`src/rtl/rxf_pkg.sv`:
```
package rxf_pkg;

  localparam int          CTL_W      = 16;
  localparam logic [15:0] CTL_RESET  = 16'h0188;
  localparam int          CTL_PROMISC = 0;
  localparam int          CTL_ALLGRP  = 1;
  localparam int          CTL_BCAST   = 3;
  localparam int          CTL_HASHGRP = 4;
  localparam logic [31:0] CRC_POLY   = 32'hEDB88320;

  // decision-relevant control bits, gathered by the register block
  typedef struct packed {
    logic hash_grp;
    logic bcast;
    logic all_grp;
    logic promisc;
  } rxf_mode_t;

  // one byte of reflected CRC-32, least-significant bit first
  function automatic logic [31:0] crc_step(input logic [31:0] c, input logic [7:0] d);
    logic [31:0] r;
    r = c ^ {24'h0, d};
    for (int i = 0; i < 8; i++) begin
      r = r[0] ? ((r >> 1) ^ CRC_POLY) : (r >> 1);
    end
    return r;
  endfunction

endpackage

```
`src/rtl/rxf_cfg_regs.sv`:
```
module rxf_cfg_regs
  import rxf_pkg::*;
#(
  parameter int ADDR_BYTES = 6,
  parameter int HASH_BITS  = 6,
  parameter int CFG_AW     = 4
) (
  input  logic                    clk,
  input  logic                    rst,
  input  logic                    cfg_we,
  input  logic [CFG_AW-1:0]       cfg_addr,
  input  logic [15:0]             cfg_wdata,
  output logic [15:0]             cfg_rdata,
  output rxf_mode_t               mode,
  output logic [8*ADDR_BYTES-1:0] mac_flat,
  output logic [(1<<HASH_BITS)-1:0] hash_flat
);
  localparam int MAC_HW    = ADDR_BYTES / 2;
  localparam int TBL       = 1 << HASH_BITS;
  localparam int HASH_HW   = TBL / 16;
  localparam int HASH_BASE = 1 + MAC_HW;
  localparam int NREG      = HASH_BASE + HASH_HW;

  logic [15:0] ctl_q;
  logic [15:0] mac_q  [MAC_HW];
  logic [15:0] hash_q [HASH_HW];
  logic [15:0] rd_n;

  always_ff @(posedge clk) begin
    if (rst) begin
      ctl_q <= CTL_RESET;
      for (int i = 0; i < MAC_HW; i++)  mac_q[i]  <= '0;
      for (int j = 0; j < HASH_HW; j++) hash_q[j] <= '0;
    end else if (cfg_we) begin
      if (cfg_addr == '0) ctl_q <= cfg_wdata;
      for (int i = 0; i < MAC_HW; i++)
        if (cfg_addr == CFG_AW'(1 + i)) mac_q[i] <= cfg_wdata;
      for (int j = 0; j < HASH_HW; j++)
        if (cfg_addr == CFG_AW'(HASH_BASE + j)) hash_q[j] <= cfg_wdata;
    end
  end

  always_comb begin
    rd_n = '0;
    if (cfg_addr == '0) rd_n = ctl_q;
    for (int i = 0; i < MAC_HW; i++)
      if (cfg_addr == CFG_AW'(1 + i)) rd_n = mac_q[i];
    for (int j = 0; j < HASH_HW; j++)
      if (cfg_addr == CFG_AW'(HASH_BASE + j)) rd_n = hash_q[j];
  end

  always_ff @(posedge clk) begin
    if (rst) cfg_rdata <= '0;
    else     cfg_rdata <= rd_n;
  end

  generate
    for (genvar g = 0; g < MAC_HW; g++) begin : g_mac
      assign mac_flat[16*g +: 16] = mac_q[g];
    end
    for (genvar h = 0; h < HASH_HW; h++) begin : g_hash
      assign hash_flat[16*h +: 16] = hash_q[h];
    end
  endgenerate

  assign mode.promisc  = ctl_q[CTL_PROMISC];
  assign mode.all_grp  = ctl_q[CTL_ALLGRP];
  assign mode.bcast    = ctl_q[CTL_BCAST];
  assign mode.hash_grp = ctl_q[CTL_HASHGRP];

  // control word comes out of reset at its default
  p_ctl_reset_r1: assert property (@(posedge clk) rst |=> (mode == rxf_mode_t'(4'b0100)) && (cfg_rdata == '0));

  // a control write is visible through read-back of address 0
  p_ctl_write_r2: assert property (@(posedge clk) disable iff (rst)
    (cfg_we && cfg_addr == '0) |=> (mode.promisc == $past(cfg_wdata[CTL_PROMISC])) && (mode.bcast == $past(cfg_wdata[CTL_BCAST])));

  // unmapped addresses read zero
  p_unmapped_zero_r2: assert property (@(posedge clk) disable iff (rst)
    (int'(cfg_addr) >= NREG) |=> (cfg_rdata == '0));

endmodule

```
`src/rtl/rxf_addr_track.sv`:
```
module rxf_addr_track
  import rxf_pkg::*;
#(
  parameter int ADDR_BYTES = 6,
  parameter int HASH_BITS  = 6
) (
  input  logic                    clk,
  input  logic                    rst,
  input  logic                    da_valid,
  input  logic                    da_first,
  input  logic [7:0]              da_byte,
  input  logic [8*ADDR_BYTES-1:0] mac_flat,
  output logic                    fire,
  output logic                    sta_hit,
  output logic                    bcast,
  output logic                    grp,
  output logic [HASH_BITS-1:0]    bin
);
  localparam int            IW   = $clog2(ADDR_BYTES + 1);
  localparam logic [IW-1:0] IDLE = IW'(ADDR_BYTES);
  localparam logic [IW-1:0] LAST = IW'(ADDR_BYTES - 1);

  logic [IW-1:0] idx_q, cur_idx;
  logic [31:0]   crc_q, crc_in, crc_n;
  logic          eq_q, ones_q, grp_q;
  logic          eq_n, ones_n, grp_n, take;
  logic [7:0]    mac_byte;

  always_comb begin
    cur_idx  = da_first ? '0 : idx_q;
    take     = da_valid && (da_first || idx_q != IDLE);
    mac_byte = '0;
    for (int k = 0; k < ADDR_BYTES; k++)
      if (cur_idx == IW'(k)) mac_byte = mac_flat[8*k +: 8];
    crc_in = da_first ? '1 : crc_q;
    crc_n  = crc_step(crc_in, da_byte);
    eq_n   = (da_first || eq_q) && (da_byte == mac_byte);
    ones_n = (da_first || ones_q) && (&da_byte);
    grp_n  = da_first ? da_byte[0] : grp_q;
  end

  always_ff @(posedge clk) begin
    if (rst) begin
      idx_q  <= IDLE;
      crc_q  <= '1;
      eq_q   <= 1'b0;
      ones_q <= 1'b0;
      grp_q  <= 1'b0;
    end else if (take) begin
      idx_q  <= cur_idx + IW'(1);
      crc_q  <= crc_n;
      eq_q   <= eq_n;
      ones_q <= ones_n;
      grp_q  <= grp_n;
    end
  end

  assign fire    = take && (cur_idx == LAST);
  assign sta_hit = eq_n;
  assign bcast   = ones_n;
  assign grp     = grp_n;
  assign bin     = crc_n[31 -: HASH_BITS];

  // byte position never leaves its range
  p_idx_range_r3: assert property (@(posedge clk) disable iff (rst) idx_q <= IDLE);

  // a first-byte marker always restarts counting
  p_restart_r3: assert property (@(posedge clk) disable iff (rst)
    (da_valid && da_first) |=> (idx_q == IW'(1)));

  // stray bytes after a complete address are not counted
  p_ignore_extra_r3: assert property (@(posedge clk) disable iff (rst)
    (idx_q == IDLE && da_valid && !da_first) |=> (idx_q == IDLE));

endmodule

```
`src/rtl/rxf_decide.sv`:
```
module rxf_decide
  import rxf_pkg::*;
#(
  parameter int HASH_BITS = 6
) (
  input  logic                      clk,
  input  logic                      rst,
  input  logic                      fire,
  input  rxf_mode_t                 mode,
  input  logic [(1<<HASH_BITS)-1:0] hash_flat,
  input  logic                      sta_hit,
  input  logic                      bcast,
  input  logic                      grp,
  input  logic [HASH_BITS-1:0]      bin,
  output logic                      res_valid,
  output logic                      res_accept
);
  logic hash_hit, acc_n;

  always_comb begin
    hash_hit = hash_flat[bin];
    if (mode.promisc)  acc_n = 1'b1;
    else if (sta_hit)  acc_n = 1'b1;
    else if (bcast)    acc_n = mode.bcast;
    else if (grp)      acc_n = mode.all_grp || (mode.hash_grp && hash_hit);
    else               acc_n = 1'b0;
  end

  always_ff @(posedge clk) begin
    if (rst) begin
      res_valid  <= 1'b0;
      res_accept <= 1'b0;
    end else begin
      res_valid  <= fire;
      res_accept <= fire && acc_n;
    end
  end

  // no result straight out of reset
  p_quiet_reset_r1: assert property (@(posedge clk) rst |=> !res_valid);

  // a result lasts one cycle
  p_single_pulse_r3: assert property (@(posedge clk) disable iff (rst) res_valid |=> !res_valid);

  // promiscuous accepts everything
  p_promisc_r4: assert property (@(posedge clk) disable iff (rst)
    (fire && mode.promisc) |=> (res_valid && res_accept));

  // station match accepts
  p_station_r5: assert property (@(posedge clk) disable iff (rst)
    (fire && sta_hit) |=> res_accept);

  // broadcast with its enable clear is rejected
  p_bcast_off_r6: assert property (@(posedge clk) disable iff (rst)
    (fire && bcast && !sta_hit && !mode.promisc && !mode.bcast) |=> !res_accept);

  // foreign individual address is rejected
  p_foreign_r9: assert property (@(posedge clk) disable iff (rst)
    (fire && !grp && !sta_hit && !mode.promisc) |=> !res_accept);

endmodule

```
`src/rtl/rx_da_filter.sv`:
```
module rx_da_filter
  import rxf_pkg::*;
#(
  parameter int ADDR_BYTES = 6,
  parameter int HASH_BITS  = 6,
  parameter int CFG_AW     = 4
) (
  input  logic              clk,
  input  logic              rst,
  input  logic              cfg_we,
  input  logic [CFG_AW-1:0] cfg_addr,
  input  logic [15:0]       cfg_wdata,
  output logic [15:0]       cfg_rdata,
  input  logic              da_valid,
  input  logic              da_first,
  input  logic [7:0]        da_byte,
  output logic              res_valid,
  output logic              res_accept
);
  localparam int TBL = 1 << HASH_BITS;

  rxf_mode_t                mode;
  logic [8*ADDR_BYTES-1:0]  mac_flat;
  logic [TBL-1:0]           hash_flat;
  logic                     fire, sta_hit, bcast, grp;
  logic [HASH_BITS-1:0]     bin;

  rxf_cfg_regs #(.ADDR_BYTES(ADDR_BYTES), .HASH_BITS(HASH_BITS), .CFG_AW(CFG_AW)) u_regs (
    .clk(clk), .rst(rst), .cfg_we(cfg_we), .cfg_addr(cfg_addr), .cfg_wdata(cfg_wdata),
    .cfg_rdata(cfg_rdata), .mode(mode), .mac_flat(mac_flat), .hash_flat(hash_flat)
  );

  rxf_addr_track #(.ADDR_BYTES(ADDR_BYTES), .HASH_BITS(HASH_BITS)) u_track (
    .clk(clk), .rst(rst), .da_valid(da_valid), .da_first(da_first), .da_byte(da_byte),
    .mac_flat(mac_flat), .fire(fire), .sta_hit(sta_hit), .bcast(bcast), .grp(grp), .bin(bin)
  );

  rxf_decide #(.HASH_BITS(HASH_BITS)) u_decide (
    .clk(clk), .rst(rst), .fire(fire), .mode(mode), .hash_flat(hash_flat),
    .sta_hit(sta_hit), .bcast(bcast), .grp(grp), .bin(bin),
    .res_valid(res_valid), .res_accept(res_accept)
  );

endmodule

```
`config.mk`:
```
export PLATFORM = sky130hd
export DESIGN_NAME = rx_da_filter
export DESIGN_NICKNAME = d
export VERILOG_FILES = /design/src/rtl/rxf_pkg.sv /design/src/rtl/rxf_cfg_regs.sv /design/src/rtl/rxf_addr_track.sv /design/src/rtl/rxf_decide.sv /design/src/rtl/rx_da_filter.sv
export SDC_FILE = /design/constraint.sdc
export NUM_CORES = 1
export LEC_CHECK = 0
export BUFFER_PORTS_ARGS = -buffer_cell sky130_fd_sc_hd__buf_2
export CAP_MARGIN = 10
export CORE_MARGIN = 2
export CORE_UTILIZATION = 30
export DETAILED_ROUTE_END_ITERATION = 8
export PLACE_DENSITY_LB_ADDON = 0.05
export SYNTH_ARGS = -nofsm -noshare
export SYNTH_HDL_FRONTEND = slang
export SYNTH_SLANG_ARGS = --single-unit
```
`constraint.sdc`:
```
create_clock -name clk -period 9.2 [get_ports clk]
set_clock_uncertainty 0.2 [all_clocks]
set_input_delay 0.92 -clock clk [delete_from_list [all_inputs] [get_ports clk]]
set_output_delay 0.92 -clock clk [all_outputs]
set_load 0.03 [all_outputs]
```
==> results of run 1 <==
[layer usage]
layer | global-route usage | routed length (µm)
met5 | 0 | 0
met4 | 0.0635 | 745
met3 | 0.0357 | 1410
met2 | 0.340 | 16000
met1 | 0.286 | 15800
[state kept, by name, summed over array words and instances, names as in the netlist]
register and cells:
u_regs.ctl_q 16, u_decide.res_accept 1, u_track.ones_q 1, u_track.crc_q 32, u_track.grp_q 1, u_decide.res_valid 1
u_regs.cfg_rdata 16, u_regs.mac_q 48, u_track.idx_q 3, u_track.eq_q 1, u_regs.hash_q 64
[cell type report]
cell class                 count  share of cell area
clock buffer                  20              0.0417
clock inverter                12              0.0111
inverter                       4             0.00140
multi-input combinational    657               0.416
sequential                   184               0.448
tap                          402              0.0469
timing repair buffer          66              0.0346
[metrics by stage]
stage | utilization | instance area, µm² | worst slack (ns) | hold slack, ns | cells
2_1_floorplan | - | 9490 | 5.10 | 0.236 | 911
4_1_cts | 0.341 | 10700 | 4.21 | 0.260 | 1345
5_1_grt | 0.341 | 10700 | 3.84 | 0.277 | 1345
6_report | 0.341 | 10700 | 4.17 | 0.261 | 1345
3_3_place_gp | 0.323 | 10100 | 3.80 | 0.246 | 1313
3_5_place_dp | 0.323 | 10100 | 3.75 | 0.250 | 1313
[cells by family after synthesis]
| kind of cell | synth area share |
|---|---|
| flops | 0.506 |
| simple gates | 0.174 |
| buf+inv | 0.0306 |
| compound gates | 0.174 |
| xor+xnor | 0.0943 |
| fa+ha+maj | 0.00659 |
| mux | 0.0148 |
[cells in the final DEF, fill, tap and decap left out, types with 17 or more instances in the layout]
cell and instances:
edfxtp_1 112, nor2_1 89, and2_1 87, dfxtp_1 72, xnor2_1 66, nand2_1 63
buf_2 50, a22oi_1 32, a211o_1 29, a21oi_1 28, xor2_1 27, a31oi_1 17
clkbuf_16 17
[worst paths after layout]
| path | startpoint | endpoint | slack (ns) | depth (start not counted) |
|---|---|---|---|---|
| setup reg to reg | u_track.crc_q[0] | u_decide.res_accept | 5.27 | 10 |
| hold reg to reg | u_regs.ctl_q[2] | u_regs.ctl_q[2] | 0.26 | 2 |
| setup / recovery | da_first | u_decide.res_accept | 4.17 | 13 |
| hold / removal | u_regs.ctl_q[2] | u_regs.ctl_q[2] | 0.26 | 2 |
[synthesized netlist by cell type (all sizes together) (4+ instances only)]
cell type and instances:
a211o 29, a31oi 17, nor2b 13, nand2b 5
nor2 93, o21ai 19, a211oi 8, nor4 7
a22o 16, a21o 8, edfxtp 112, o311ai 6
and2 88, and3b 5, clkbuf 53, buf 13
o22ai 10, xor2 27, xnor2 68, or3 4
nand2 64, dfxtp 72, nand3b 8, nand4 4
nor3 15, ha 5, a22oi 32, mux2i 8
o221ai 8, a221oi 16, o211ai 5, a21oi 29
nand3 9
[where the power goes]
part           switching [mW]  total, mW  leakage [nW]  internal (mW)
combinational           0.347      0.562          1.87          0.215
clock                   0.359      0.723         0.274          0.364
sequential             0.0526      0.987          1.66          0.935
[critical path, stage by stage]
cell and delay (ns):
buf_2 0.08, buf_4 0.40, clkinv_1 0.43, nand2_1 0.33, ha_1 0.66, nand3_1 0.46, o311ai_0 0.22, o21ai_0 0.19
xnor2_1 0.16, nor4_1 0.49, a41oi_1 0.17, o21ai_0 0.54, a41o_1 0.16
==> metrics.txt, run 1 <==
largest net degree at the start of global routing=67; P per Cell Area=between 200 and 250 nW/µm²; global-route wire length before repair=49,800 µm; Avg Cell Area, Syn=between 10 and 15 µm²; cts bufs inserted=17; P&R area growth vs syn=12.9%; FF/Latch Area=around 4800 µm²; post-CTS setup buffers=0; critical path type=in -> reg; DRT iter0 DRCs=between 500 and 600; Worst-path clk slew=0.08 ns; CTS tree=done; Primary FF master, synth=edfxtp_1; DIE AREA=about 33,000 µm²; Root Driver=clkbuf_16; Post-Syn Instances=911; Layout fillers=3,149; Seq/Total Area, Yosys=0.506; via count=between 7,000 and 8,000; die height=182 µm; CTS-repair resized insts=0; post-synth top area cell=edfxtp_1; routed len/inst=between 20 and 30 µm; CP endpoint kind=flop; max-slew violations=0; core area=31,400 µm²; # Max-Cap Violations=0; Pwr Total=2.27 mW; ys async rst share=0; final hold vios=0; post-DR vias/cell=between 5 and 6; crit path time final=between 5 and 6 ns; Fin Setup TNS=0 ns; Mapped Area=9490 µm²; gr ovfl total=0; Clock Sinks=184; setup violators final=0; layout cells sized above 1=0.130; Synthesized Nets=949; initial antenna violation count=0; ant diodes=0; Post-synth EDFFs=between 100 and 150; hold crit path type=reg -> reg; Worst-Margin Slew=around 1.1 ns; critical path launch point type=primary input; crit share post-route=0.546; Slew headroom=0.264; # IOs=between 50 and 60; clock insertion delay at the later pin of the skew report=0.45 ns; outcome=finished, final reports clean; ranking of synthesized cells by area=edfxtp_1 (35%), dfxtp_1 (15%), xnor2_1 (6.1%); Pleak=between 3 and 4 nW; maximum VDD drop=roughly 0.13 mV; CTS max path bufs=2; cts hold-fix bufs=0; Die Span X=around 180 µm; Routed Antenna Nets=0; Pre-antenna DRT Iters=5; DRC viols=0; DPL Wire Length=around 25,000 µm; number of synthesis warnings=0; Port Buffers=50; synth unique cells=69; htree depth=4; Max Fclk=199 MHz; starting density of the core=0.302; vias in the first global route=roughly 7,100; Req. time, crit path=~9.4 ns; CP max FO=42; gr usage total=0.209; drt total wl=between 30,000 and 40,000 µm; RSZ-0062 raised after global routing=no; post-synth top area share=0.354; Multi-input gate area=~4500 µm²; post-synthesis register bit count=184; GP Congestion=slightly below 0.9; fin nets=between 900 and 1,000; Critical Path AT=around 5.2 ns; num rows=65
Note: power is estimated with default switching activity, not from simulation.
==> inputs of run 2 (changes only) <==
==> constraint.sdc (replaced) <==
create_clock -name clk -period 4.7 [get_ports clk]
set_clock_uncertainty 0.2 [all_clocks]
set_input_delay 0.47 -clock clk [delete_from_list [all_inputs] [get_ports clk]]
set_output_delay 0.47 -clock clk [all_outputs]
set_load 0.03 [all_outputs]
==> metrics.txt, run 2 (synthesis results as in run 1) <==
worst-path cell chain=xor2_1 -> a21oi_1 -> o211ai_1 -> nand2_2 -> a2bb2oi_2 -> nor2_1 -> nor4_1 -> o311a_1 -> a41o_1; largest stage delay on the critical path=0.62 ns (-0.04 ns); via count=7,157 (+0.60%); Worst-Margin Slew=1.05 ns (-0.0453 ns); global-route wire length before repair=50,400 µm (+1.1%); vias in the first global route=6,989 (-1.1%); ant diodes=0 (unchanged); WL met3=1350 µm (-3.9%); layout cells sized above 1=0.140 (+0.0100); gr usage total=0.214 (+0.00469); most common cell after layout, fill and taps aside=edfxtp_1; P&R area growth vs syn=14.2%; crit path time final=~3.6 ns; CTS-repair resized insts=0 (unchanged); DIE AREA=33,100 µm² (unchanged); CP max FO=12 (-71%); DPL Wire Length=25,400 µm (+3.2%); Worst-path clk slew=0.07 ns (about the same); setup violators final=0 (unchanged); Port Buffers=50 (unchanged); critical path type=reg -> reg; Biggest register=u_regs.hash_q; post-CTS setup buffers=0 (unchanged); cts bufs inserted=17 (unchanged); Pwr Total=4.54 mW (+100%); CTS max path bufs=2 (unchanged); die height=182 µm (unchanged); post-DR vias/cell=5.28 (-0.21%); largest net degree at the start of global routing=66 (-1.5%); DRC viols=0 (unchanged); Pre-antenna DRT Iters=5 (unchanged); # IOs=51 (unchanged); WHS=0.113 ns (-0.149 ns); final hold vios=0 (unchanged); # Max-Cap Violations=0 (unchanged); htree depth=4 (unchanged); Clock Sinks=184 (unchanged); CP endpoint kind=flop; CTS tree=done; initial antenna violation count=0 (unchanged); maximum VDD drop=0.255 mV (+97%); starting density of the core=0.302 (unchanged); GP Congestion=0.841 (-2.8%); outcome=finished, final reports clean; DRT iter0 DRCs=570 (+0.88%); Fin Setup TNS=0 ns (unchanged); drt total wl=34,800 µm (+2.7%); num rows=65 (unchanged); Largest regs=u_regs.hash_q x64, u_regs.mac_q x48, u_track.crc_q x32; Max Fclk=275 MHz; Root Driver=clkbuf_16; Pleak=3.89 nW (+2.2%); placed cells=1,324 (+0.84%); final cell count without fillers=1,356 (+0.82%); gr ovfl total=0 (unchanged); critical path launch point type=flop; hold crit path type=in -> reg; core area=31,400 µm² (unchanged); Critical Path AT=3.84 ns (-1.39 ns); crit-path leading delay family=compound AO/OA/AOI/OAI gates; max reg flops=64 (unchanged); Routed Antenna Nets=0 (unchanged); clock insertion delay at the later pin of the skew report=0.46 ns (about the same); CP Buf/Inv Count=0 (-3); cts hold-fix bufs=0 (unchanged); P per Cell Area=418 nW/µm² (+97%); DR WL met2=16,600 µm (+3.7%); Top Metal Used=met4; slowest CP cell=a2bb2oi_2; DRT met1 WL=16,200 µm (+2.8%); Req. time, crit path=4.90 ns (-4.50 ns); max-slew violations=0 (unchanged); Slew headroom=0.294 (+0.0303); routed len/inst=25.7 µm (+1.8%); crit share post-route=0.775; Die Span X=182 µm (unchanged); fin nets=979 (+1.1%); most frequent cells in the layout=edfxtp_1 (112), nor2_1 (89), and2_1 (87), dfxtp_1 (72), xnor2_1 (66); RSZ-0062 raised after global routing=no
==> run 2: cell types whose count changed in the layout (fill, tap and decap cells not counted), moves of 2 or more <==
cell,change
buf_4,+11
clkbuf_16,+4
clkinv_4,-2
clkinv_8,-2
==> run 2: area by class of cell <==
cell class	instances	area [µm²]
multi-input cells	657	4460
fillers	3211	20600
repair buffers	77	453
well taps	402	503
clock buffers	24	541
inverters	4	15.0
flip-flops and latches	184	4800
clock inverters	8	68.8
==> run 2: path summary, 6_finish.rpt <==
path / start / endpoint / slack [ns] / cells past startpoint
min: rst / u_track.grp_q / 0.11 / 2
min reg2reg: u_regs.ctl_q[11] / u_regs.ctl_q[11] / 0.26 / 2
max: u_track.crc_q[4] / u_decide.res_accept / 1.06 / 9
max reg2reg: u_track.crc_q[4] / u_decide.res_accept / 1.06 / 9
==> run 2: metrics by stage <==
step	util	area [µm²]	worst slack (ns)
2_1_floorplan	-	9490	1.05
5_1_grt	0.345	10800	0.765
4_1_cts	0.345	10800	1.05
3_5_place_dp	0.326	10200	0.595
6_report	0.345	10800	1.06
3_3_place_gp	0.326	10200	0.529
==> run 2: where the power goes <==
part	internal, mW	switching (mW)	leakage [nW]
Sequential	1.83	0.102	1.66
Clock	0.822	0.678	0.302
Combinational	0.427	0.677	1.92
==> run 2: layer usage <==
layer  vias to the layer above  track usage
met5                         -            0
met4                         0       0.0597
met3                        33       0.0333
met2                       207        0.355
met1                      3528        0.290
li1                       3389            -
